## src/rtl/isq_pkg.sv

```systemverilog
// Package: shared slot map and sizing helpers for the interleaved sequencer.
// Assumes a schedule of four fixed pre-slots, RES_W approximation slots and
// one transfer slot per section.
package isq_pkg;

    localparam int SLOT_REFZ = 0;
    localparam int SLOT_AZ   = 1;
    localparam int SLOT_CAL  = 2;
    localparam int SLOT_SMP  = 3;
    localparam int SLOT_SAR0 = 4;
    localparam int PRE_SLOTS = 4;

    typedef enum logic [2:0] {
        K_REFZ,
        K_AZ,
        K_CAL,
        K_SMP,
        K_SAR,
        K_XFER
    } slot_kind_e;

    // Schedule length for a given result width.
    function automatic int sched_len(input int res_w);
        return PRE_SLOTS + res_w + 1;
    endfunction

    // Classify a local slot number into the action it performs.
    function automatic slot_kind_e classify(input int slot, input int res_w);
        if (slot == SLOT_REFZ)                    return K_REFZ;
        else if (slot == SLOT_AZ)                 return K_AZ;
        else if (slot == SLOT_CAL)                return K_CAL;
        else if (slot == SLOT_SMP)                return K_SMP;
        else if (slot < PRE_SLOTS + res_w)        return K_SAR;
        else                                      return K_XFER;
    endfunction

endpackage

```

## src/rtl/isq_phase_gen.sv

```systemverilog
// Module: isq_phase_gen
// Shared phase counter. After reset it idles for one cycle (running low),
// then counts 0..N_PHASE-1 and wraps. Assumes a synchronous active-low reset.
module isq_phase_gen #(
    parameter int N_PHASE = 16,
    parameter int PH_W    = 4
) (
    input  logic            clk,
    input  logic            rst_n,
    output logic            running,
    output logic [PH_W-1:0] phase
);

    localparam logic [PH_W-1:0] LAST = PH_W'(N_PHASE - 1);

    // Run flag: rises on the first edge that sees reset released.
    always_ff @(posedge clk) begin
        if (!rst_n) running <= 1'b0;
        else        running <= 1'b1;
    end

    // Phase counter: advances only while running, wraps at the schedule end.
    always_ff @(posedge clk) begin
        if (!rst_n)             phase <= '0;
        else if (running) begin
            if (phase == LAST)  phase <= '0;
            else                phase <= phase + 1'b1;
        end
    end

    // The counter steps by one each active cycle and wraps to zero.
    assert_phase_step_R2: assert property (@(posedge clk) disable iff (!rst_n)
        (running && $past(running) && $past(rst_n)) |->
            (($past(phase) == LAST) ? (phase == '0) : (phase == $past(phase) + 1'b1)));

endmodule

```

## src/rtl/isq_section.sv

```systemverilog
// Module: isq_section
// One successive-approximation section. Derives its local slot from the
// shared phase, offset by IDX*STAGGER, decodes the strobes and runs an
// RES_W-bit approximation register fed by its own comparator bit.
// Assumes the phase input counts with wrap at N_PHASE and the comparator
// bit is settled before each rising edge.
module isq_section
    import isq_pkg::*;
#(
    parameter int IDX     = 0,
    parameter int STAGGER = 2,
    parameter int N_PHASE = 16,
    parameter int PH_W    = 4,
    parameter int RES_W   = 11
) (
    input  logic             clk,
    input  logic             rst_n,
    input  logic             running,
    input  logic [PH_W-1:0]  phase,
    input  logic             cmp,
    output logic             refz,
    output logic             az,
    output logic             cal,
    output logic             smp,
    output logic             xfer,
    output logic [RES_W-1:0] result
);

    localparam int OFFS     = (IDX * STAGGER) % N_PHASE;
    localparam int SAR_LAST = PRE_SLOTS + RES_W - 1;
    localparam logic [RES_W-1:0] MSB_ONE = {1'b1, {(RES_W-1){1'b0}}};

    logic [PH_W:0]      slot_sum;
    logic [PH_W-1:0]    slot;
    slot_kind_e         kind;
    logic [RES_W-1:0]   sar;
    logic [RES_W-1:0]   sar_nxt;
    logic               primed;

    // Local slot: shared phase minus this section's offset, modulo N_PHASE.
    always_comb begin
        slot_sum = {1'b0, phase} + (PH_W+1)'(N_PHASE - OFFS);
        if (slot_sum >= (PH_W+1)'(N_PHASE))
            slot_sum = slot_sum - (PH_W+1)'(N_PHASE);
        slot = slot_sum[PH_W-1:0];
        kind = classify(int'(slot), RES_W);
    end

    // Strobe decode, quiet while the sequencer is idle.
    always_comb begin
        refz = running && (kind == K_REFZ);
        az   = running && (kind == K_AZ);
        cal  = running && (kind == K_CAL);
        smp  = running && (kind == K_SMP);
        xfer = running && (kind == K_XFER) && primed;
    end

    // Next approximation word: commit the decided bit, raise the next trial bit.
    always_comb begin
        int bi;
        bi      = SAR_LAST - int'(slot);
        sar_nxt = sar;
        for (int b = 0; b < RES_W; b++) begin
            if (b == bi)     sar_nxt[b] = cmp;
            if (b == bi - 1) sar_nxt[b] = 1'b1;
        end
    end

    // Approximation register and sampled flag, stepping per slot.
    always_ff @(posedge clk) begin
        if (!rst_n) begin
            sar    <= '0;
            primed <= 1'b0;
        end else if (running) begin
            if (kind == K_SMP) begin
                sar    <= MSB_ONE;
                primed <= 1'b1;
            end else if (kind == K_SAR) begin
                sar    <= sar_nxt;
            end
        end
    end

    assign result = sar;

    // The first approximation slot starts from the lone MSB trial bit.
    assert_trial_msb_R4: assert property (@(posedge clk) disable iff (!rst_n)
        (running && primed && kind == K_SAR && int'(slot) == SLOT_SAR0) |-> (sar == MSB_ONE));

    // Gain comparison follows the offset comparison one cycle later.
    assert_cal_after_az_R2: assert property (@(posedge clk) disable iff (!rst_n)
        (cal && $past(running) && $past(rst_n)) |-> $past(az));

    // Input sample follows the gain comparison one cycle later.
    assert_smp_after_cal_R2: assert property (@(posedge clk) disable iff (!rst_n)
        (smp && $past(running) && $past(rst_n)) |-> $past(cal));

endmodule

```

## src/rtl/isq_result_mux.sv

```systemverilog
// Module: isq_result_mux
// N-to-1 result selector. Presents the word and index of the section whose
// transfer flag is set; outputs zero otherwise. Assumes at most one section
// transfers per cycle, which the staggered schedule guarantees.
module isq_result_mux #(
    parameter int N_SECT = 8,
    parameter int SEL_W  = 3,
    parameter int RES_W  = 11
) (
    input  logic                    clk,
    input  logic                    rst_n,
    input  logic [N_SECT-1:0]       xfer,
    input  logic [N_SECT*RES_W-1:0] res_flat,
    output logic                    valid,
    output logic [SEL_W-1:0]        sect,
    output logic [RES_W-1:0]        data
);

    // AND-OR selection of the transferring section's word and index.
    always_comb begin
        valid = 1'b0;
        sect  = '0;
        data  = '0;
        for (int k = 0; k < N_SECT; k++) begin
            if (xfer[k]) begin
                valid = 1'b1;
                sect  = sect | SEL_W'(k);
                data  = data | res_flat[k*RES_W +: RES_W];
            end
        end
    end

    // Never two sections transferring in the same cycle.
    assert_single_xfer_R6: assert property (@(posedge clk) disable iff (!rst_n)
        $onehot0(xfer));

    // Results arrive at most every other cycle.
    assert_no_back_to_back_R8: assert property (@(posedge clk) disable iff (!rst_n)
        (valid && $past(rst_n)) |-> !$past(valid));

endmodule

```

## src/rtl/ilv_sar_sequencer.sv

```systemverilog
// Module: ilv_sar_sequencer (top)
// Sequencer for N_SECT interleaved approximation sections sharing one
// phase counter, each delayed by STAGGER clocks, with a result multiplexer.
// Assumes N_SECT*STAGGER equals the schedule length so the stagger tiles it.
module ilv_sar_sequencer #(
    parameter int N_SECT  = 8,
    parameter int STAGGER = 2,
    parameter int RES_W   = 11
) (
    input  logic                               clk,
    input  logic                               rst_n,
    input  logic [N_SECT-1:0]                  cmp_in,
    output logic [N_SECT-1:0]                  refz_stb,
    output logic [N_SECT-1:0]                  az_stb,
    output logic [N_SECT-1:0]                  cal_stb,
    output logic [N_SECT-1:0]                  smp_stb,
    output logic                               res_valid,
    output logic [(N_SECT > 1 ? $clog2(N_SECT) : 1)-1:0] res_sect,
    output logic [RES_W-1:0]                   res_data
);

    localparam int N_PHASE = isq_pkg::sched_len(RES_W);
    localparam int PH_W    = $clog2(N_PHASE);
    localparam int SEL_W   = (N_SECT > 1) ? $clog2(N_SECT) : 1;

    logic                    running;
    logic [PH_W-1:0]         phase;
    logic [N_SECT-1:0]       xfer;
    logic [N_SECT*RES_W-1:0] res_flat;
    logic                    smp_any;

    isq_phase_gen #(
        .N_PHASE (N_PHASE),
        .PH_W    (PH_W)
    ) u_phase (
        .clk     (clk),
        .rst_n   (rst_n),
        .running (running),
        .phase   (phase)
    );

    for (genvar k = 0; k < N_SECT; k++) begin : g_sect
        isq_section #(
            .IDX     (k),
            .STAGGER (STAGGER),
            .N_PHASE (N_PHASE),
            .PH_W    (PH_W),
            .RES_W   (RES_W)
        ) u_sect (
            .clk     (clk),
            .rst_n   (rst_n),
            .running (running),
            .phase   (phase),
            .cmp     (cmp_in[k]),
            .refz    (refz_stb[k]),
            .az      (az_stb[k]),
            .cal     (cal_stb[k]),
            .smp     (smp_stb[k]),
            .xfer    (xfer[k]),
            .result  (res_flat[k*RES_W +: RES_W])
        );
    end

    isq_result_mux #(
        .N_SECT (N_SECT),
        .SEL_W  (SEL_W),
        .RES_W  (RES_W)
    ) u_mux (
        .clk      (clk),
        .rst_n    (rst_n),
        .xfer     (xfer),
        .res_flat (res_flat),
        .valid    (res_valid),
        .sect     (res_sect),
        .data     (res_data)
    );

    // Any section sampling this cycle.
    assign smp_any = |smp_stb;

    // At most one section samples in any cycle.
    assert_one_sampler_R3: assert property (@(posedge clk) disable iff (!rst_n)
        $onehot0(smp_stb));

    // Sampling alternates cycle by cycle while active.
    assert_half_rate_R3: assert property (@(posedge clk) disable iff (!rst_n)
        (running && $past(running) && $past(rst_n)) |-> (smp_any != $past(smp_any)));

endmodule

```

## config.mk

```make
export PLATFORM = sky130hd
export DESIGN_NAME = ilv_sar_sequencer
export DESIGN_NICKNAME = d
export VERILOG_FILES = /design/src/rtl/isq_pkg.sv /design/src/rtl/isq_phase_gen.sv /design/src/rtl/isq_section.sv /design/src/rtl/isq_result_mux.sv /design/src/rtl/ilv_sar_sequencer.sv
export SDC_FILE = /design/constraint.sdc
export NUM_CORES = 1
export LEC_CHECK = 0
export ABC_AREA = 1
export BUFFER_PORTS_ARGS = -buffer_cell sky130_fd_sc_hd__buf_2
export CELL_PAD_IN_SITES_DETAIL_PLACEMENT = 0
export CELL_PAD_IN_SITES_GLOBAL_PLACEMENT = 1
export CORE_MARGIN = 5
export CORE_UTILIZATION = 44
export CTS_CLUSTER_DIAMETER = 100
export DETAILED_ROUTE_END_ITERATION = 16
export GPL_TIMING_DRIVEN = 0
export PLACE_DENSITY = 0.88
export SLEW_MARGIN = 10
export SYNTH_ARGS = -nofsm -noshare
export SYNTH_HDL_FRONTEND = slang
export SYNTH_SLANG_ARGS = --single-unit
```

## constraint.sdc

```tcl
create_clock -name clk -period 4.4 [get_ports clk]
set_input_delay 0 -clock clk [delete_from_list [all_inputs] [get_ports clk]]
set_output_delay 0 -clock clk [all_outputs]
set_load 0.005 [all_outputs]
```

==> results of run 1 <==
repair_timing:
item / in CTS / in global routing
endpoints found under the setup margin: 0 / 7
hold buffers: 1 / 0
gates resized for setup: 0 / 1
endpoints found under the hold margin: 1 / 0
layout by cell type (no fill, tap or decap), types with 5 or more instances in the layout:
cell type,Yosys,final
inv_1,102,102
inv_2,15,15
a22oi_1,9,9
nor3_1,25,25
buf_4,49,49
buf_2,36,92
o21ai_1,9,9
nand3_1,239,239
o21ai_0,24,24
buf_6,8,8
nand3b_1,8,8
nand4_2,5,5
ha_1,63,63
nor2_1,240,239
nand2_1,554,554
nor2_2,21,22
a21oi_1,104,104
dfxtp_1,101,101
nand3_2,44,44
clkbuf_16,0,9
nand4_1,35,35
clkbuf_1,19,20
nand2_2,19,19
cell type report:
class / instances / area, um2 / area share
timing repair buffer: 57 / 290.3 / 0.02520
tap: 319 / 399.1 / 0.03465
inverter: 122 / 460.4 / 0.03997
buffer: 118 / 759.5 / 0.06594
sequential: 101 / 2022 / 0.1755
multi-input combinational: 1430 / 7238 / 0.6284
clock buffer: 11 / 242.7 / 0.02107
clock inverter: 5 / 106.4 / 0.009233
worst max-delay path, cell delays in order (launching register included):
cell and delay (ns):
dfxtp_1 0.60, inv_1 0.30, ha_1 0.47, inv_2 0.19, nand2_2 0.09, nand2_4 0.15, buf_1 0.44, nand3_1 0.14
ha_1 0.30, nor2_1 0.14, nand2_1 0.15, nor3_1 0.48, nand3_1 0.17, nand3_1 0.10, nand2_1 0.08, nand2_1 0.06
nand2_1 0.04, nor2_1 0.09
power breakdown:
group | internal (mW) | total, mW | switching (mW)
Sequential | 0.954 | 0.981 | 0.0279
Combinational | 0.322 | 1.04 | 0.719
Clock | 0.576 | 0.990 | 0.414
flip-flops by register name (all words and copies together) (netlist names):
register / cells
g_sect.u_sect.result: 88
g_sect.u_sect.primed: 8
u_phase.phase: 4
u_phase.running: 1
layer usage:
metal	track usage	share of wire
met4	0.1144	0.041
met3	0.03764	0.073
met1	0.3710	0.43
met5	0	0
met2	0.4757	0.46
final timing paths:
| kind | from | end | slack [ns] | depth (start not counted) |
|---|---|---|---|---|
| setup / recovery | u_phase.phase[2]$_SDFFE_PN0P_ | g_sect[1].u_sect.result[10]$_SDFFE_PN0P_ | 0.33 | 17 |
| hold / removal | cmp_in[0] | g_sect[0].u_sect.result[8]$_SDFFE_PN0P_ | 0.04 | 5 |
| setup reg to reg | u_phase.phase[2]$_SDFFE_PN0P_ | g_sect[1].u_sect.result[10]$_SDFFE_PN0P_ | 0.33 | 17 |
| hold reg to reg | g_sect[1].u_sect.primed$_SDFFE_PN0P_ | g_sect[1].u_sect.primed$_SDFFE_PN0P_ | 0.47 | 2 |
cells by family after synthesis:
kind of cell,after synthesis,synth area share
AOI/OAI and AO/OA,155,0.07929
xor gates and xnor gates,5,0.008479
DFF,101,0.1930
buffers and inverters,240,0.1164
adders and majority gates,63,0.07523
and+or+nand+nor,1207,0.5276
==> flow_summary_export.csv, run 1 <==
group,metric,value,unit
die,start_util,0.4464,
placed_design,dp_cells,2146,
finish,final_nets,1912,
sta,layout_setup_ws,0.3343,ns
cts,cts_buffer_depth,2,
finish,finalInstanceArea,11520,um2
global_routing,grt_pass1_wl,59660,um
cts,root_buffer,"clkbuf_16",
yosys,ys_seq_area_frac,0.1930,
cts,postCtsSetupBuffers,0,
yosys,netlist_area,10480,um2
yosys,ys_async_sr_fraction,0,
yosys,ys_seq_elements,101,
die,die_area,27000,um2
route,dr.pass1.iters,6,
power_and_ir_drop,leakagePower,5.929,nW
critical_path,cp-end-kind,"flip-flop",
global_routing,grt_pass1_vias,10940,
die,fp.dieW,164.3,um
critical_path,arrival,4.38,ns
die,core_area,23470,um2
finish,area_growth,9.935,%
yosys,syn_nets,1844,
yosys,synth.distinct_cells,47,
yosys,ys.flop_type,"dfxtp_1",
route,antenna_left,0,
sta,period_minus_slack,4.066,ns
critical_path,path_class,"reg2reg",
critical_path,crit_required,4.71,ns
sta,fin_crit_sh,0.9240,
die,dieHeight,164.3,um
cts,h-tree-depth,3,
finish,fin_cells,2163,
cts,clkSlewWorstSetupHoldPaths,0.08,ns
sta,worst_pin_slew,0.8346,ns
cts,insertion_delay,0.37,ns
finish,drive_above_1_share,0.1573,
yosys,synth_most_common_cell,"nand2_1",
global_routing,grt_overflow_total,0,
yosys,synth.area.top_cells,"nand2_1, dfxtp_1, nand3_1, nor2_1, ha_1",
min_path,hp-class,"in2reg",
global_routing,grt_antenna_before_repair,0,
yosys,syn_inst,1771,
placed_design,placed_area,11160,um2
route,drt-total-wl,38150,um
placed_design,pre_cts_ws,0.3434,ns
yosys,synth-warning-count,0,
sta,rsz0062_at_grt,"false",
yosys,synth_common_cells,"nand2_1, nor2_1, nand3_1",
yosys,yosys.area.top_type_share,0.1985,
flow_run,drv_cap,0,
critical_path,worstPathMaxFanout,10,
sta,final_max_slew_viol_count,0,
route,drc,0,
sta,slew_headroom,0.4436,
placed_design,dpl.hpwl,29640,um
cts,numCtsBuffers,9,
cts,clock_sinks,101,
sta,setup_viol,0,
power_and_ir_drop,power.density,261.6,nW/um2
route,via_count,11920,
die,rows,56,
sta,fin_skew,0.009904,ns
placed_design,gp_congestion,0.9896,
route,viasPerCell,5.513,
finish,antenna_cells,0,
global_routing,grt.total_usage,0.2848,
global_routing,grt_max_degree,17,
sta,finalHoldViolCount,0,
sta,fmax,246.0,MHz
power_and_ir_drop,p_total,3.013,mW
sta,tns,0,ns
placed_design,io_buffers,56,
route,drtIter0Drc,1113,
finish,finish.utilization,0.4907,
power_and_ir_drop,ir_worst_vdd,0.2198,mV
sta,fin_hold_ws,0.04041,ns
yosys,synth_top_area_cell,"nand2_1",
die,top_level_ports,57,
cts,cts_tree,"built",
route,wl_per_cell,17.64,um
critical_path,start_kind,"flip-flop",
yosys,avgSynthCellArea,5.916,um2
yosys,synth_edf_count,0,
status,run_status,"finished, final reports clean",
finish,n_fill_cell,2607,
Power figures use the tool's default switching activity.
==> run 2: changes to the inputs <==
RECOVER_POWER = 100   (was default)
==> run 2 against run 1 <==
Against the previous run: combinational power about the same; critical path depth decreased by 5; global-route usage unchanged; sequential cell count unchanged; sequential share of layout area increased by 0.15 points; maximum frequency about the same; total power decreased by 0.33%; design area decreased by 0.84%; via count increased by 0.18%; routed wire length decreased by 0.19%.
==> flow_summary_export.csv, run 2 (synthesis results as in run 1) <==
group,metric,value,unit
cts,root_buffer,"clkbuf_16",
sta,tns,0,ns
die,dieHeight,164.3,um
placed_design,dpl.hpwl,29640,um
finish,finalInstanceArea,11420,um2
critical_path,start_kind,"flip-flop",
route,drt-total-wl,38070,um
critical_path,rrSetupSlack,0.35,ns
power_and_ir_drop,ir_worst_vdd,0.2195,mV
route,antenna_left,0,
global_routing,grt_pass1_wl,59660,um
critical_path,worstPathMaxFanout,13,
sta,fmax,246.1,MHz
critical_path,crit_path_start,"u_phase.phase[2]$_SDFFE_PN0P_",
critical_path,r2r_start,"u_phase.phase[2]$_SDFFE_PN0P_",
placed_design,gp_congestion,0.9896,
route,wl_per_cell,17.60,um
die,die_area,27000,um2
route,drtIter0Drc,1247,
critical_path,reg2reg_depth,16,
cts,clkSlewWorstSetupHoldPaths,0.08,ns
sta,fin_skew,0.008341,ns
global_routing,grt_overflow_total,0,
global_routing,grt_antenna_before_repair,0,
route,viasPerCell,5.523,
critical_path,cp-end-kind,"primary output",
cts,cts_tree,"built",
route,drc,0,
status,run_status,"finished, final reports clean",
sta,period_minus_slack,4.064,ns
sta,worst_pin_slew,0.9978,ns
cts,clock_sinks,101,
die,rows,56,
die,top_level_ports,57,
placed_design,placed_area,11160,um2
power_and_ir_drop,power.density,262.9,nW/um2
die,core_area,23470,um2
placed_design,io_buffers,56,
min_path,hp-class,"in2reg",
cts,numCtsBuffers,9,
finish,drive_above_1_share,0.1356,
finish,antenna_cells,0,
finish,layout_commonest_cell,"nand2_1",
critical_path,arrival,4.06,ns
critical_path,reg2reg_to,"g_sect[1].u_sect.result[10]$_SDFFE_PN0P_",
power_and_ir_drop,leakagePower,5.805,nW
route,dr.pass1.iters,5,
global_routing,grt_max_degree,17,
route,via_count,11950,
global_routing,grt_pass1_vias,10940,
finish,final_nets,1912,
sta,fin_crit_sh,0.9237,
global_routing,grt.total_usage,0.2848,
critical_path,path_class,"reg2out",
cts,cts_buffer_depth,2,
finish,largest_reg_flops,88,
finish,final_cell_mix,"nand2_1, nor2_1, nand3_1",
die,fp.dieW,164.3,um
sta,rsz0062_at_grt,"false",
min_path,worstHoldStart,"cmp_in[5]",
flow_run,drv_cap,0,
cts,h-tree-depth,3,
sta,slew_headroom,0.3323,
sta,final_max_slew_viol_count,0,
critical_path,crit_required,4.40,ns
sta,setup_viol,0,
finish,area_growth,9.016,%
cts,insertion_delay,0.37,ns
die,start_util,0.4464,
min_path,hold_depth,7,
min_path,worstHoldEndpoint,"g_sect[5].u_sect.result[0]$_SDFFE_PN0P_",
cts,postCtsSetupBuffers,0,
sta,finalHoldViolCount,0,
[run 2: cell count changes in the layout (fill, tap and decap cells not counted), sizes merged]
cell	change
clkbuf	+34
buf	-34
[run 2: worst max-delay path by stage]
stage / to / slack (ns) / cells past startpoint
2_1_floorplan: g_sect[1].u_sect.result[10]$_SDFFE_PN0P_ / 1.24 / 16
3_3_place_gp: g_sect[5].u_sect.result[5]$_SDFFE_PN0P_ / 0.43 / 16
3_5_place_dp: g_sect[5].u_sect.result[0]$_SDFFE_PN0P_ / 0.34 / 16
4_1_cts: g_sect[5].u_sect.result[0]$_SDFFE_PN0P_ / 0.33 / 16
5_1_grt: g_sect[5].u_sect.result[0]$_SDFFE_PN0P_ / 0.02 / 16
6_report: res_data[3] / 0.34 / 12
[run 2: layout make-up]
class                           instances  area, um2
Fill cell                            2629      12050
Multi-Input combinational cell       1430       7177
Sequential cell                       101       2022
Buffer                                118      748.2
Inverter                              122      460.4
Tap cell                              319      399.1
Timing Repair Buffer                   57      266.5
Clock buffer                           11      242.7
Clock inverter                          5      106.4
[run 2: where the power goes]
group	internal [mW]	switching [mW]	total [mW]
registers	0.954	0.0278	0.981
logic	0.319	0.716	1.04
clock network	0.575	0.411	0.986
[run 2: layer usage]
layer | share of wire | vias up | GRT usage | routed length [um]
met5 | 0 | - | 0 | 0
li1 | - | 5881 | - | -
met2 | 0.45 | 451 | 0.4757 | 17290
met1 | 0.43 | 5521 | 0.3710 | 16430
met4 | 0.045 | 0 | 0.1144 | 1730
met3 | 0.069 | 93 | 0.03764 | 2629
[run 2: per-stage QoR]
| step | worst slack, ns | total power [mW] | std cells | hold slack (ns) | util |
|---|---|---|---|---|---|
| 2_1_floorplan | 1.241 | 1.760 | 1771 | 0.02772 | - |
| 3_3_place_gp | 0.4290 | 2.008 | 2146 | 0.2221 | 0.4753 |
| 3_5_place_dp | 0.3434 | 2.020 | 2146 | 0.2030 | 0.4753 |
| 4_1_cts | 0.3266 | 3.001 | 2163 | 0.03360 | 0.4906 |
| 5_1_grt | 0.02344 | 3.159 | 2163 | 0.09193 | 0.4866 |
| 6_report | 0.3359 | 3.003 | 2163 | 0.04851 | 0.4866 |
[run 2: timing repair]
action,4_1_cts,5_1_grt
gates resized for setup,0,1
hold endpoints to repair,1,0
hold buffers,1,0
setup endpoints to repair,0,7
[run 2: critical path, stage by stage, from the launching register on]
cell,delay (ns)
dfxtp_1,0.60
inv_1,0.30
ha_1,0.52
nand2_1,0.18
inv_1,0.14
nand2_1,0.34
nor3_1,0.52
clkbuf_1,0.52
nand2_1,0.17
nand2_1,0.09
a21oi_1,0.04
nand3_1,0.13
clkbuf_1,0.13
==> run 3: changes to the inputs <==
==> constraint.sdc (replaced) <==
create_clock -name clk -period 4.4 [get_ports clk]
set_input_delay 0.22 -clock clk [delete_from_list [all_inputs] [get_ports clk]]
set_output_delay 0.22 -clock clk [all_outputs]
set_load 0.005 [all_outputs]
==> run 3 against run 2 <==
Against the previous run: first-iteration DRC count down 1.0%; total power up 0.14%; register-to-register slack about the same; die area unchanged; via count up 0.24%; worst setup slack worse by 0.027 ns; critical endpoint unchanged; combinational power about the same; final cell count about the same.
==> flow_summary_export.csv, run 3 (synthesis results as in run 1) <==
group,metric,value,unit
finish,drive_above_1_share,0.1367,
critical_path,reg2reg_depth,16,
sta,slew_headroom,0.3500,
placed_design,gp_congestion,0.9896,
sta,layout_setup_ws,0.3089,ns
critical_path,path_class,"reg2out",
sta,finalHoldViolCount,0,
global_routing,grt_overflow_total,0,
flow_run,drv_cap,0,
critical_path,r2r_start,"u_phase.phase[2]$_SDFFE_PN0P_",
power_and_ir_drop,p_sw,1.159,mW
min_path,hp-class,"in2reg",
die,start_util,0.4464,
power_and_ir_drop,comb_power_share,0.344,
route,dr_wl_met2,17420,um
power_and_ir_drop,power.density,263.5,nW/um2
critical_path,path_buf_inv,4,
route,wl_met1,16160,um
die,top_level_ports,57,
critical_path,rrSetupSlack,0.34,ns
global_routing,grt_pass1_vias,10940,
cts,holdBufCountCts,0,
status,run_status,"finished, final reports clean",
min_path,hold_depth,1,
route,drtIter0Drc,1234,
min_path,worstHoldStart,"rst_n",
power_and_ir_drop,power.share.clock,0.330,
critical_path,arrival,3.87,ns
route,drt-total-wl,38200,um
critical_path,crit_required,4.18,ns
placed_design,io_buffers,56,
sta,tns,0,ns
sta,setup_viol,0,
power_and_ir_drop,ir_worst_vdd,0.2191,mV
cts,clock_sinks,101,
cts,postCtsSetupBuffers,0,
route,dr.pass1.iters,6,
sta,period_minus_slack,4.091,ns
die,dieHeight,164.3,um
critical_path,slowest_stage,"dfxtp_1",
route,wl_per_cell,17.67,um
global_routing,grt_antenna_before_repair,0,
critical_path,crit_family,"simple AND/OR/NAND/NOR gates",
route,antenna_left,0,
sta,fmax,244.4,MHz
global_routing,grt_max_degree,17,
die,core_area,23470,um2
global_routing,grt.total_usage,0.2843,
critical_path,worstPathMaxFanout,13,
die,fp.dieW,164.3,um
die,rows,56,
critical_path,slowest_delay,0.60,ns
route,viasPerCell,5.539,
finish,final_nets,1911,
finish,final_cell_mix,"nand2_1, nor2_1, nand3_1",
critical_path,start_kind,"flip-flop",
sta,fin_skew,0.01137,ns
cts,ctsResizeCount,0,
cts,h-tree-depth,3,
power_and_ir_drop,leakagePower,5.808,nW
sta,fin_crit_sh,0.9298,
cts,root_buffer,"clkbuf_16",
min_path,worstHoldEndpoint,"u_phase.running$_DFF_P_",
cts,cts_buffer_depth,2,
route,met3_length,2875,um
route,via_count,11980,
cts,cts_tree,"built",
global_routing,grt_pass1_wl,59590,um
critical_path,crit_chain,"inv_1 -> ha_1 -> nand2_1 -> inv_1 -> nand2_1 -> nor3_1 -> clkbuf_2 -> nand2_1 -> nand2_1 -> a21oi_1 -> nand3_1 -> clkbuf_1",
finish,finalInstanceArea,11410,um2
die,die_area,27000,um2
sta,rsz0062_at_grt,"false",
finish,largest_reg_flops,88,
sta,final_max_slew_viol_count,0,
sta,fin_hold_ws,0.1364,ns
cts,clkSlewWorstSetupHoldPaths,0.08,ns
finish,layout_commonest_cell,"nand2_1",
critical_path,worst_path_most_repeated_cell,"nand2_1",
power_and_ir_drop,pwr-share-seq,0.326,
placed_design,pre_cts_ws,0.3434,ns
power_and_ir_drop,p_int,1.848,mW
finish,finish.utilization,0.4863,
sta,worst_pin_slew,0.9714,ns
route,drc,0,
placed_design,dpl.hpwl,29640,um
finish,area_growth,8.944,%
finish,antenna_cells,0,
cts,numCtsBuffers,9,
cts,insertion_delay,0.37,ns
power_and_ir_drop,switching_share,0.3855,
critical_path,reg2reg_to,"g_sect[1].u_sect.result[10]$_SDFFE_PN0P_",
critical_path,cp-end-kind,"primary output",
route,top_layer,"met4",
placed_design,placed_area,11160,um2
-- run 3: cell types whose count changed in the layout (fill, tap and decap cells not counted) --
cell / delta
dlygate4sd3_1: -1
clkbuf_2: +2
buf_4: +1
clkbuf_1: -2
clkbuf_4: -1
-- run 3: layout make-up --
class | count | area (um2)
buffer | 118 | 750.7
clock buffer | 11 | 242.7
clock inverter | 5 | 106.4
fill | 2626 | 12060
inverter | 122 | 460.4
multi-input combinational | 1430 | 7177
sequential | 101 | 2022
tap | 319 | 399.1
timing repair buffer | 56 | 256.5
-- run 3: worst register-to-register path, cell delays in order (launching register included) --
cell      delay, ns
dfxtp_1        0.60
inv_1          0.30
ha_1           0.52
nand2_1        0.19
nand2_4        0.19
clkbuf_1       0.45
nand3_1        0.15
ha_1           0.30
nor2_1         0.14
nand2_1        0.15
nor3_1         0.48
nand3_1        0.17
nand3_1        0.10
nand2_1        0.08
nand2_1        0.06
nand2_1        0.04
nor2_1         0.09
-- run 3: how the worst max path moves through the flow --
stage	startpoint	endpoint	slack (ns)	cells after the start
CTS	u_phase.phase[2]$_SDFFE_PN0P_	g_sect[5].u_sect.result[0]$_SDFFE_PN0P_	0.33	16
detailed placement	u_phase.phase[2]$_SDFFE_PN0P_	g_sect[5].u_sect.result[0]$_SDFFE_PN0P_	0.34	16
global route	u_phase.phase[2]$_SDFFE_PN0P_	g_sect[5].u_sect.result[0]$_SDFFE_PN0P_	0.02	16
finish	u_phase.phase[2]$_SDFFE_PN0P_	res_data[3]	0.31	12
global placement	u_phase.phase[2]$_SDFFE_PN0P_	g_sect[5].u_sect.result[5]$_SDFFE_PN0P_	0.43	16
floorplan	u_phase.phase[2]$_SDFFE_PN0P_	g_sect[1].u_sect.result[10]$_SDFFE_PN0P_	1.24	16
-- run 3: metrics by stage --
step	total power [mW]	instances
after floorplan	1.760	1771
after global placement	2.008	2146
after detailed placement	2.020	2146
after CTS	3.000	2162
after global routing	3.155	2162
final	3.007	2162
-- run 3: metal layers --
| metal | track usage | up-vias |
|---|---|---|
| met5 | 0 | - |
| met4 | 0.1209 | 0 |
| met3 | 0.03388 | 89 |
| met2 | 0.4749 | 499 |
| met1 | 0.3701 | 5500 |
| li1 | - | 5887 |
-- run 3: power groups by stage --
stage	registers (mW)	logic, mW	clock network, mW
final	0.982	1.03	0.992
after global placement	1.00	1.01	0
after detailed placement	1.00	1.02	0
after CTS	0.980	1.02	0.997
after floorplan	0.993	0.767	0
after global routing	0.985	1.14	1.03
